File: src/rtl/rtc_presc_pkg.sv
`timescale 1ns/1ps
package rtc_presc_pkg;
    localparam int A_W     = 7;
    localparam int S_W     = 15;
    localparam int REG_W   = 32;
    localparam int A_LSB   = 16;
    localparam int KEY_W   = 8;
    localparam logic [KEY_W-1:0] KEY_FIRST  = 8'hCA;
    localparam logic [KEY_W-1:0] KEY_SECOND = 8'h53;
    localparam logic [A_W-1:0]   A_DEFAULT  = 7'd127;
    localparam logic [S_W-1:0]   S_DEFAULT  = 15'd255;

    typedef struct packed {
        logic [A_W-1:0] a;
        logic [S_W-1:0] s;
    } presc_cfg_t;

    typedef enum logic [1:0] {
        LK_SHUT  = 2'd0,
        LK_HALF  = 2'd1,
        LK_OPEN  = 2'd2
    } lock_state_t;

    function automatic logic [REG_W-1:0] cfg_to_word(input presc_cfg_t c);
        logic [REG_W-1:0] w;
        w = '0;
        w[A_LSB +: A_W] = c.a;
        w[S_W-1:0]      = c.s;
        return w;
    endfunction
endpackage

File: src/rtl/rtc_wprot.sv
`timescale 1ns/1ps
module rtc_wprot
    import rtc_presc_pkg::*;
(
    input  logic             clk,
    input  logic             sys_rst,
    input  logic             init_mode,
    input  logic             key_wr,
    input  logic [KEY_W-1:0] key_val,
    output logic             unlocked
);
    lock_state_t state_q, state_d;
    logic        init_q;

    always_comb begin
        state_d = state_q;
        if (init_q && !init_mode) begin
            state_d = LK_SHUT;
        end else if (key_wr) begin
            unique case (state_q)
                LK_SHUT: state_d = (key_val == KEY_FIRST)  ? LK_HALF : LK_SHUT;
                LK_HALF: state_d = (key_val == KEY_SECOND) ? LK_OPEN : LK_SHUT;
                default: state_d = LK_SHUT;
            endcase
        end
    end

    always_ff @(posedge clk) begin
        if (sys_rst) begin
            state_q <= LK_SHUT;
            init_q  <= 1'b0;
        end else begin
            state_q <= state_d;
            init_q  <= init_mode;
        end
    end

    assign unlocked = (state_q == LK_OPEN);
endmodule

File: src/rtl/rtc_cfg_reg.sv
`timescale 1ns/1ps
module rtc_cfg_reg
    import rtc_presc_pkg::*;
(
    input  logic             clk,
    input  logic             bkp_rst,
    input  logic             sys_rst,
    input  logic             init_mode,
    input  logic             wr_ok,
    input  logic [REG_W-1:0] wr_data,
    output presc_cfg_t       cfg
);
    presc_cfg_t cfg_q;
    logic       second_q;

    always_ff @(posedge clk) begin
        if (bkp_rst) begin
            cfg_q.a <= A_DEFAULT;
            cfg_q.s <= S_DEFAULT;
        end else if (wr_ok) begin
            if (second_q) cfg_q.a <= wr_data[A_LSB +: A_W];
            else          cfg_q.s <= wr_data[S_W-1:0];
        end
    end

    always_ff @(posedge clk) begin
        if (sys_rst || !init_mode) second_q <= 1'b0;
        else if (wr_ok)            second_q <= ~second_q;
    end

    assign cfg = cfg_q;
endmodule

File: src/rtl/rtc_div_stage.sv
`timescale 1ns/1ps
module rtc_div_stage #(
    parameter int W = 7
) (
    input  logic         clk,
    input  logic         rst,
    input  logic         hold,
    input  logic         en,
    input  logic [W-1:0] limit,
    output logic         wrap
);
    logic [W-1:0] cnt_q;
    logic         at_end;

    assign at_end = (cnt_q == limit);

    always_ff @(posedge clk) begin
        if (rst || hold)  cnt_q <= '0;
        else if (en)      cnt_q <= at_end ? '0 : cnt_q + 1'b1;
    end

    assign wrap = !hold && en && at_end;
endmodule

File: src/rtl/rtc_presc_top.sv
`timescale 1ns/1ps
module rtc_presc_top
    import rtc_presc_pkg::*;
(
    input  logic             clk,
    input  logic             bkp_rst,
    input  logic             sys_rst,
    input  logic             init_mode,
    input  logic             wr_en,
    input  logic             wr_sel,
    input  logic [REG_W-1:0] wr_data,
    input  logic             shift_req,
    input  logic             shift_done,
    input  logic             wut_en,
    output logic [REG_W-1:0] rd_cfg,
    output logic             apre_tick,
    output logic             spre_tick,
    output logic             shift_pend,
    output logic             wut_wr_ok
);
    presc_cfg_t cfg;
    logic       unlocked;
    logic       cfg_wr_ok;
    logic       shift_q;
    logic       wut_q;

    rtc_wprot u_wprot (
        .clk       (clk),
        .sys_rst   (sys_rst),
        .init_mode (init_mode),
        .key_wr    (wr_en && wr_sel),
        .key_val   (wr_data[KEY_W-1:0]),
        .unlocked  (unlocked)
    );

    assign cfg_wr_ok = wr_en && !wr_sel && init_mode && unlocked;

    rtc_cfg_reg u_cfg (
        .clk       (clk),
        .bkp_rst   (bkp_rst),
        .sys_rst   (sys_rst),
        .init_mode (init_mode),
        .wr_ok     (cfg_wr_ok),
        .wr_data   (wr_data),
        .cfg       (cfg)
    );

    rtc_div_stage #(.W(A_W)) u_div_a (
        .clk   (clk),
        .rst   (sys_rst),
        .hold  (init_mode),
        .en    (1'b1),
        .limit (cfg.a),
        .wrap  (apre_tick)
    );

    rtc_div_stage #(.W(S_W)) u_div_s (
        .clk   (clk),
        .rst   (sys_rst),
        .hold  (init_mode),
        .en    (apre_tick),
        .limit (cfg.s),
        .wrap  (spre_tick)
    );

    always_ff @(posedge clk) begin
        if (sys_rst) begin
            shift_q <= 1'b0;
            wut_q   <= 1'b0;
        end else begin
            if (shift_req)       shift_q <= 1'b1;
            else if (shift_done) shift_q <= 1'b0;
            wut_q <= !init_mode && !wut_en;
        end
    end

    assign rd_cfg     = cfg_to_word(cfg);
    assign shift_pend = shift_q;
    assign wut_wr_ok  = wut_q;
endmodule

File: config.mk
export PLATFORM = sky130hd
export DESIGN_NAME = rtc_presc_top
export DESIGN_NICKNAME = d
export VERILOG_FILES = /design/src/rtl/rtc_presc_pkg.sv /design/src/rtl/rtc_wprot.sv /design/src/rtl/rtc_cfg_reg.sv /design/src/rtl/rtc_div_stage.sv /design/src/rtl/rtc_presc_top.sv
export SDC_FILE = /design/constraint.sdc
export NUM_CORES = 1
export LEC_CHECK = 0
export ABC_AREA = 0
export BUFFER_PORTS_ARGS = -buffer_cell sky130_fd_sc_hd__buf_2
export CAP_MARGIN = 20
export CORE_UTILIZATION = 52
export DETAILED_ROUTE_END_ITERATION = 16
export PLACE_DENSITY_LB_ADDON = 0.1
export SYNTH_ARGS = -nofsm -noshare
export SYNTH_HDL_FRONTEND = slang
export SYNTH_HIERARCHICAL = 1
export SYNTH_SLANG_ARGS = --single-unit
File: constraint.sdc
create_clock -name clk -period 3.1 [get_ports clk]
set_input_delay 0.62 -clock clk [delete_from_list [all_inputs] [get_ports clk]]
set_output_delay 0.62 -clock clk [all_outputs]
set_load 0.02 [all_outputs]
==> reports/qor.yml, run 1 <==
grt_max_degree: 38
ios: 77
cts_max_level: 2
start_util_pct: 55.1
pre_cts_slack_ns: 0.423
pwr-share-clk_pct: 33.9
cts_tree: "built"
maxCapViolations: 0
pwr-share-comb_pct: 6.4
leakage_uw: 0.00111
switchingPower_uw: 239
viasPerCell: 5.20
worst_slack_ns: 0.159
syn_area_per_cell_sq_um: 9.56
drt-initial-drc-count: 90
cts_setup_buffers: 0
startpoint_type: "flop"
diodes: 0
cp-end-kind: "primary output"
min-delay-start: "wut_en"
internal-power_uw: 844
required_ns: 2.48
crit_path_max_fanout: 6
syn_inst: 278
synth_edf_count: 0
ys_warn_count: 6
status: "finished clean"
setup.worst_path.class: "flop to primary output"
cts_sinks: 50
cpMaxStageDelayCell: "or4_4"
core_sq_um: 4820
die_area_sq_um: 5400
min_period_ns: 2.94
slowest_delay_ns: 0.54
r2r_start: "u_div_a/cnt_q[3]$_SDFFE_PP0P_"
fin_util_pct: 61.7
synth-seq-area-share_pct: 37.7
dpl.hpwl_mm: 4.03
ys.flop_type: "dfxtp_1"
hold_depth: 2
setup_tns_ns: 0
fmax_mhz: 340
final_common_cell: "buf_2"
final_cell_mix: "56 x buf_2, 47 x dfxtp_1, 27 x xnor2_1"
cts-buffers-inserted: 5
vdd.ir_drop.worst_uv: 278
ant_nets: 0
first_pass_iters: 4
finalSetupViolations: 0
die_x_microns: 73.5
netlist_area_sq_um: 2660
grt_use_total_pct: 21.2
grt-ovfl-total: 0
final_max_slew_viol_count: 0
place_inst: 386
cellPowerDensity_nw_per_um2: 364
drive_above_1_share_pct: 26.2
ys_types: 52
globalplace.congestion: 0.814
wire_per_inst_microns: 13.7
io_buffers: 56
cp.arrival_ns: 2.32
holdWs_ns: 0.472
p_sw_share_pct: 22.0
worstPathCellList: "xor2_1 -> or4_4 -> nor3_2 -> nand4_1 -> nor4_4 -> nor2b_2 -> buf_2"
fin_nets: 369
hold_path_class: "input port to flop"
worstMarginPinSlew_ns: 0.695
rows: 25
root_buffer: "clkbuf_8"
seqPwrFrac_pct: 59.7
vias: 2040
reg2reg_slack_ns: 0.57
rsz0062_at_grt: "no"
r2r_cells: 8
min_to: "wut_wr_ok$_SDFF_PP0_"
path_buf_inv: 1
grt_pass1_vias: 1878
cts.clk_slew.worst_paths_ns: 0.08
period_share_pct: 94.9
wirelength_mm: 5.38
die_h_microns: 73.5
cts_buffer_depth: 2
syn_to_final_growth_pct: 11.9
relSlewSlack_pct: 53.3
async_reset_ff_share_pct: 0
antenna_found_initial: 0
drc: 0
stdcell_count: 392
fin_skew_ns: 0.00386
hold_viol_final: 0
r2r-end: "u_div_s/cnt_q[14]$_SDFFE_PP0P_"
path_delay_family: "simple AND/OR/NAND/NOR gates"
clk_latency_ns: 0.30
grt_pass1_wl_mm: 8.65
ys_seq_elements: 50
-- flip-flops by register name, summed over array words and instances, names as in the netlist --
register	cells
u_cfg/cfg	22
u_div_s/cnt_q	15
u_div_a/cnt_q	7
u_wprot/state_q	2
shift_pend	1
u_cfg/second_q	1
u_wprot/init_q	1
wut_wr_ok	1
-- worst max-delay path by stage --
stage                                       start   endpoint  slack (ns)  depth (start not counted)
CTS                 u_div_a/cnt_q[3]$_SDFFE_PP0P_  spre_tick        0.08                          7
detailed placement  u_div_a/cnt_q[3]$_SDFFE_PP0P_  spre_tick        0.42                          7
global placement    u_div_a/cnt_q[3]$_SDFFE_PP0P_  spre_tick        0.43                          7
global route        u_div_a/cnt_q[3]$_SDFFE_PP0P_  spre_tick        0.01                          7
floorplan              u_cfg/cfg[18]$_SDFFE_PP1P_  spre_tick       0.003                          7
finish              u_div_a/cnt_q[3]$_SDFFE_PP0P_  spre_tick        0.16                          7
-- per-layer routing --
layer / up-vias / track usage, % / part of all wire [%]
met5: - / 0 / 0
met4: 0 / 7.91 / 1.6
met3: 9 / 5.62 / 3.8
met2: 39 / 34.8 / 49
met1: 932 / 26.6 / 46
li1: 1060 / - / -
-- synth_stat cells (all sizes together) (2+ instances only) --
cell type	instances	area, sq um
conb	2	7.51
or4bb	4	45.0
or2	2	12.5
nor4	7	65.1
buf	20	168
o2111ai	2	17.5
a41o	2	21.3
nor3	21	115
nand4	11	75.1
mux2i	10	100
a211oi	7	57.6
dfxtp	50	1000
clkbuf	8	32.5
nand2b	9	56.3
nand2	8	37.5
o21ai	7	35.0
xor2	14	123
nand4bb	5	56.3
nor2b	5	33.8
a21o	2	16.3
xnor2	27	236
and3	7	43.8
a21oi	3	18.8
ha	2	25.0
nor2	18	67.6
a211o	7	61.3
nand3	3	15.0
or4	2	18.8
inv	4	15.0
-- cells by family (layout without fill, tap and decap cells) --
family,Yosys count,in the layout,share of synthesized area (%)
and+or+nand+nor,110,110,26.8
DFF,50,50,37.7
xor gates and xnor gates,41,41,13.5
buffers and inverters,32,70,8.10
AOI/OAI and AO/OA,31,31,8.86
muxes,10,10,3.77
adders and majority gates,2,2,0.942
other,2,11,0.283
-- worst reg2reg max path, cell delays in order (launching register included) --
cell	delay, ns
dfxtp_2	0.36
xor2_1	0.19
or4_4	0.54
nor3_2	0.22
buf_4	0.20
nand4_2	0.23
nor4_1	0.45
xnor2_1	0.18
nor3_2	0.05
-- timing repair --
item	in CTS	in global routing
gates resized for setup	0	3
hold buffers	0	0
setup endpoints to repair	0	1
endpoints found under the hold margin	0	0
-- power by group through the flow --
stage / clock network (uW) / registers (uW) / logic, uW
floorplan: 0 / 663 / 47.7
finish: 367 / 647 / 68.8
global placement: 0 / 662 / 67.6
global route: 410 / 647 / 75.7
CTS: 388 / 647 / 68.6
detailed placement: 0 / 662 / 68.4
-- area by class of cell --
type / count / area [sq um]
Clock buffer: 6 / 82.6
Fill cell: 463 / 1840
Inverter: 4 / 15.0
Multi-Input combinational cell: 205 / 1480
Sequential cell: 50 / 1000
Tap cell: 67 / 83.8
Timing Repair Buffer: 60 / 310
-- metrics by stage --
step	total power [uW]	area (sq um)
floorplan	711	2690
global placement	729	2890
detailed placement	730	2890
CTS	1100	2970
global route	1130	2970
finish	1080	2970
(Power assumes the default switching activity.)
==> run 2: changes to the inputs <==
--- a/config.mk
+++ b/config.mk
@@ -11,6 +11,7 @@
 export CORE_UTILIZATION = 52
 export DETAILED_ROUTE_END_ITERATION = 16
 export PLACE_DENSITY_LB_ADDON = 0.1
+export REMOVE_ABC_BUFFERS = 1
 export SYNTH_ARGS = -nofsm -noshare
 export SYNTH_HDL_FRONTEND = slang
 export SYNTH_HIERARCHICAL = 1
==> reports/qor.yml, run 2 (same netlist as run 1, synthesis figures left out) <==
status: "finished clean"
hold_viol_final: 0
maxCapViolations: 0
cts_sinks: 50
wire_per_inst_microns: 14.2
antenna_found_initial: 0
r2r_cells: 8
seqPwrFrac_pct: 54.9
start_util_pct: 55.1
hold_depth: 2
ant_nets: 0
cpMaxStageDelayCell: "or4_4"
cts_tree: "built"
vdd.ir_drop.worst_uv: 261
period_share_pct: 95.5
setup.worst_path.class: "flop to primary output"
min_period_ns: 2.96
diodes: 0
startpoint_type: "flop"
hold_path_class: "input port to flop"
core_sq_um: 4820
grt_pass1_vias: 1902
wirelength_mm: 5.56
min-delay-start: "wut_en"
vias: 2130
drc: 0
grt_use_total_pct: 22.0
grt_max_degree: 38
switchingPower_uw: 249
min_to: "wut_wr_ok$_SDFF_PP0_"
final_max_slew_viol_count: 0
p_sw_share_pct: 21.1
fmax_mhz: 338
place_inst: 385
cp-end-kind: "primary output"
finalPower_uw: 1180
critical_path_depth: 7
finalSetupViolations: 0
pwr-share-clk_pct: 39.4
rsz0062_at_grt: "no"
worstPathCellList: "xor2_1 -> or4_4 -> nor3_2 -> nand4_1 -> nor4_4 -> nor2b_1 -> buf_2"
cp.arrival_ns: 2.34
die_h_microns: 73.5
worstMarginPinSlew_ns: 0.682
cellPowerDensity_nw_per_um2: 392
die_area_sq_um: 5400
relSlewSlack_pct: 54.2
path_delay_family: "simple AND/OR/NAND/NOR gates"
clk_latency_ns: 0.30
viasPerCell: 5.43
pwr-share-comb_pct: 5.7
leakage_uw: 0.00113
first_pass_iters: 4
internal-power_uw: 929
final_common_cell: "buf_2"
r2r_start: "u_div_a/cnt_q[3]$_SDFFE_PP0P_"
r2r-end: "u_div_s/cnt_q[14]$_SDFFE_PP0P_"
rows: 25
regArea_sq_um: 1000
reg2reg_slack_ns: 0.55
fin_skew_ns: 0.00682
cts-buffers-inserted: 5
final_cell_mix: "56 x buf_2, 47 x dfxtp_1, 27 x xnor2_1"
path_buf_inv: 1
stdcell_count: 392
die_x_microns: 73.5
drt-initial-drc-count: 150
fillCellCount: 456
fin_nets: 368
cts_max_level: 2
dpl.hpwl_mm: 4.00
drive_above_1_share_pct: 25.8
grt-ovfl-total: 0
root_buffer: "clkbuf_8"
ios: 77
cts_buffer_depth: 2
largest_reg_flops: 22
cts.clk_slew.worst_paths_ns: 0.08
io_buffers: 56
slowest_delay_ns: 0.54
grt_pass1_wl_mm: 9.01
globalplace.congestion: 0.788
syn_to_final_growth_pct: 13.1
crit_path_max_fanout: 6
required_ns: 2.48
multi_input_area_sq_um: 1470
[run 2: repair_timing]
| action | in CTS | in global routing |
|---|---|---|
| setup buffers | 0 | 0 |
| resized for setup | 0 | 3 |
| hold buffers | 0 | 0 |
| endpoints found under the setup margin | 0 | 1 |
[run 2: per-layer routing]
layer,wire length (microns),GRT usage (%)
met4,63,6.84
met3,189,4.53
met2,2820,38.1
met1,2490,27.2
met5,0,0
[run 2: per-stage QoR]
step                      TNS [ns]  setup WS, ns  area [sq um]  hold WS, ns  utilization (%)
after global placement           0         0.443          2890        0.468             60.0
after CTS                        0        0.0583          3000        0.458             62.3
final                            0         0.138          3010        0.472             62.4
after detailed placement         0         0.414          2890        0.477             60.0
after floorplan             -0.436        -0.436          2490        0.486                -
after global routing             0       0.00902          3010        0.463             62.4
[run 2: worst max path at each step]
stage | from | to | slack, ns
3_3_place_gp | u_div_a/cnt_q[3]$_SDFFE_PP0P_ | spre_tick | 0.44
3_5_place_dp | u_div_a/cnt_q[3]$_SDFFE_PP0P_ | spre_tick | 0.41
4_1_cts | u_div_a/cnt_q[3]$_SDFFE_PP0P_ | spre_tick | 0.06
6_report | u_div_a/cnt_q[3]$_SDFFE_PP0P_ | spre_tick | 0.14
2_1_floorplan | u_cfg/cfg[18]$_SDFFE_PP1P_ | spre_tick | -0.44
5_1_grt | u_div_a/cnt_q[3]$_SDFFE_PP0P_ | spre_tick | 0.009
[run 2: power by group through the flow]
stage | Sequential, uW | Clock (uW) | Combinational, uW
finish | 647 | 465 | 66.8
global route | 648 | 504 | 74.4
CTS | 647 | 479 | 66.4
detailed placement | 662 | 0 | 66.3
global placement | 662 | 0 | 65.8
floorplan | 663 | 0 | 31.4
[run 2: area by class of cell]
class / count / area share, %
clock buffer: 6 / 2.75
clock inverter: 1 / 0.999
sequential: 50 / 33.4
timing repair buffer: 59 / 10.5
multi-input combinational: 205 / 49.0
inverter: 4 / 0.500
tap: 67 / 2.79
==> run 3: changes to the inputs <==
--- a/config.mk
+++ b/config.mk
@@ -11,6 +11,7 @@
 export CORE_UTILIZATION = 52
 export DETAILED_ROUTE_END_ITERATION = 16
 export PLACE_DENSITY_LB_ADDON = 0.1
+export RECOVER_POWER = 100
 export REMOVE_ABC_BUFFERS = 1
 export SYNTH_ARGS = -nofsm -noshare
 export SYNTH_HDL_FRONTEND = slang
==> reports/qor.yml, run 3 (same netlist as run 1, synthesis figures left out) <==
status: "finished clean"
vias: 2143
startpoint_type: "flop"
hold_path_class: "input port to flop"
largest_reg_flops: 22
rows: 25
root_buffer: "clkbuf_8"
grt-ovfl-total: 0
finalSetupViolations: 0
die_x_microns: 73.5
wirelength_mm: 5.59
cts_buffer_depth: 2
period_share_pct: 95.3
grt_use_total_pct: 22.0
fin_nets: 368
holdWs_ns: 0.471
fmax_mhz: 339
globalplace.congestion: 0.788
rsz0062_at_grt: "no"
cts_hold_buffers: 0
antenna_found_initial: 0
start_util_pct: 55.1
ant_nets: 0
viasPerCell: 5.47
drt-initial-drc-count: 124
cellPowerDensity_nw_per_um2: 402
drc: 0
clk_latency_ns: 0.30
leakage_uw: 0.00103
diodes: 0
cts_tree: "built"
cts_sinks: 50
final_cell_mix: "47 x dfxtp_1, 31 x buf_2, 27 x clkbuf_1, 27 x xnor2_1, 19 x nor3_1"
dpl.hpwl_mm: 4.00
required_ns: 2.48
min_period_ns: 2.95
hold_viol_final: 0
relSlewSlack_pct: 21.1
vdd.ir_drop.worst_uv: 260
worstMarginPinSlew_ns: 1.17
drive_above_1_share_pct: 16.3
fin_skew_ns: 0.00797
die_h_microns: 73.5
crit_path_max_fanout: 6
cp-end-kind: "primary output"
final_max_slew_viol_count: 0
setup_tns_ns: 0
io_buffers: 56
grt_max_degree: 38
ios: 77
grt_pass1_wl_mm: 9.01
syn_to_final_growth_pct: 10.3
core_sq_um: 4820
first_pass_iters: 4
cp.arrival_ns: 2.33
cts_max_level: 2
grt_pass1_vias: 1902
fillCellCount: 476
final_common_cell: "dfxtp_1"
maxCapViolations: 0
cts-buffers-inserted: 5
wire_per_inst_microns: 14.3
cts.clk_slew.worst_paths_ns: 0.08
setup.worst_path.class: "flop to primary output"
die_area_sq_um: 5400
[run 3: cell count changes in the layout (fill, tap and decap cells not counted), sizes merged]
cell,previous run,this run
clkbuf,6,34
buf,59,31
[run 3: cell type report]
class / count / area (sq um) / area share (%)
clock buffer: 6 / 82.6 / 2.82
clock inverter: 1 / 30.0 / 1.03
inverter: 4 / 15.0 / 0.513
multi-input combinational: 205 / 1450 / 49.6
sequential: 50 / 1000 / 34.3
tap: 67 / 83.8 / 2.86
timing repair buffer: 59 / 262 / 8.93
[run 3: critical path, stage by stage (launching register included)]
cell	delay, ns
dfxtp_2	0.36
xor2_1	0.18
or4_4	0.54
nor3_2	0.25
nand4_1	0.18
nor4_4	0.20
nor2b_1	0.15
buf_2	0.18
[run 3: power breakdown]
part / total [uW] / switching [uW] / internal [uW]
registers: 647 / 2.08 / 645
clock network: 464 / 205 / 258
logic: 66.0 / 40.5 / 25.5
total: 1180 / 248 / 928
[run 3: final timing paths]
kind | startpoint | endpoint | slack (ns) | cells after the start
max | u_div_a/cnt_q[3]$_SDFFE_PP0P_ | spre_tick | 0.15 | 7
min | wut_en | wut_wr_ok$_SDFF_PP0_ | 0.47 | 2
min reg2reg | shift_pend$_SDFFE_PP0P_ | shift_pend$_SDFFE_PP0P_ | 0.49 | 2
max reg2reg | u_div_a/cnt_q[3]$_SDFFE_PP0P_ | u_div_s/cnt_q[11]$_SDFFE_PP0P_ | 0.30 | 8
[run 3: per-layer routing]
metal	wire length [microns]	vias to the layer above	track usage (%)
li1	-	1054	-
met1	2480	1031	27.2
met3	250	7	4.53
met5	0	-	0
met4	63	0	6.84
met2	2790	51	38.1
[run 3: stage by stage]
step / cells / area (sq um) / worst slack, ns / utilization (%) / power [uW]
after global placement: 385 / 2890 / 0.443 / 60.0 / 728
final: 392 / 2930 / 0.146 / 60.8 / 1180
after global routing: 392 / 2930 / 0.0217 / 60.8 / 1230
after detailed placement: 385 / 2890 / 0.414 / 60.0 / 728
after CTS: 392 / 3000 / 0.0583 / 62.3 / 1190
after floorplan: 259 / 2490 / -0.436 / - / 695
[run 3: repair_timing]
| item | CTS | global route |
|---|---|---|
| setup buffers | 0 | 0 |
| endpoints found under the setup margin | 0 | 1 |
| gates resized for setup | 0 | 3 |
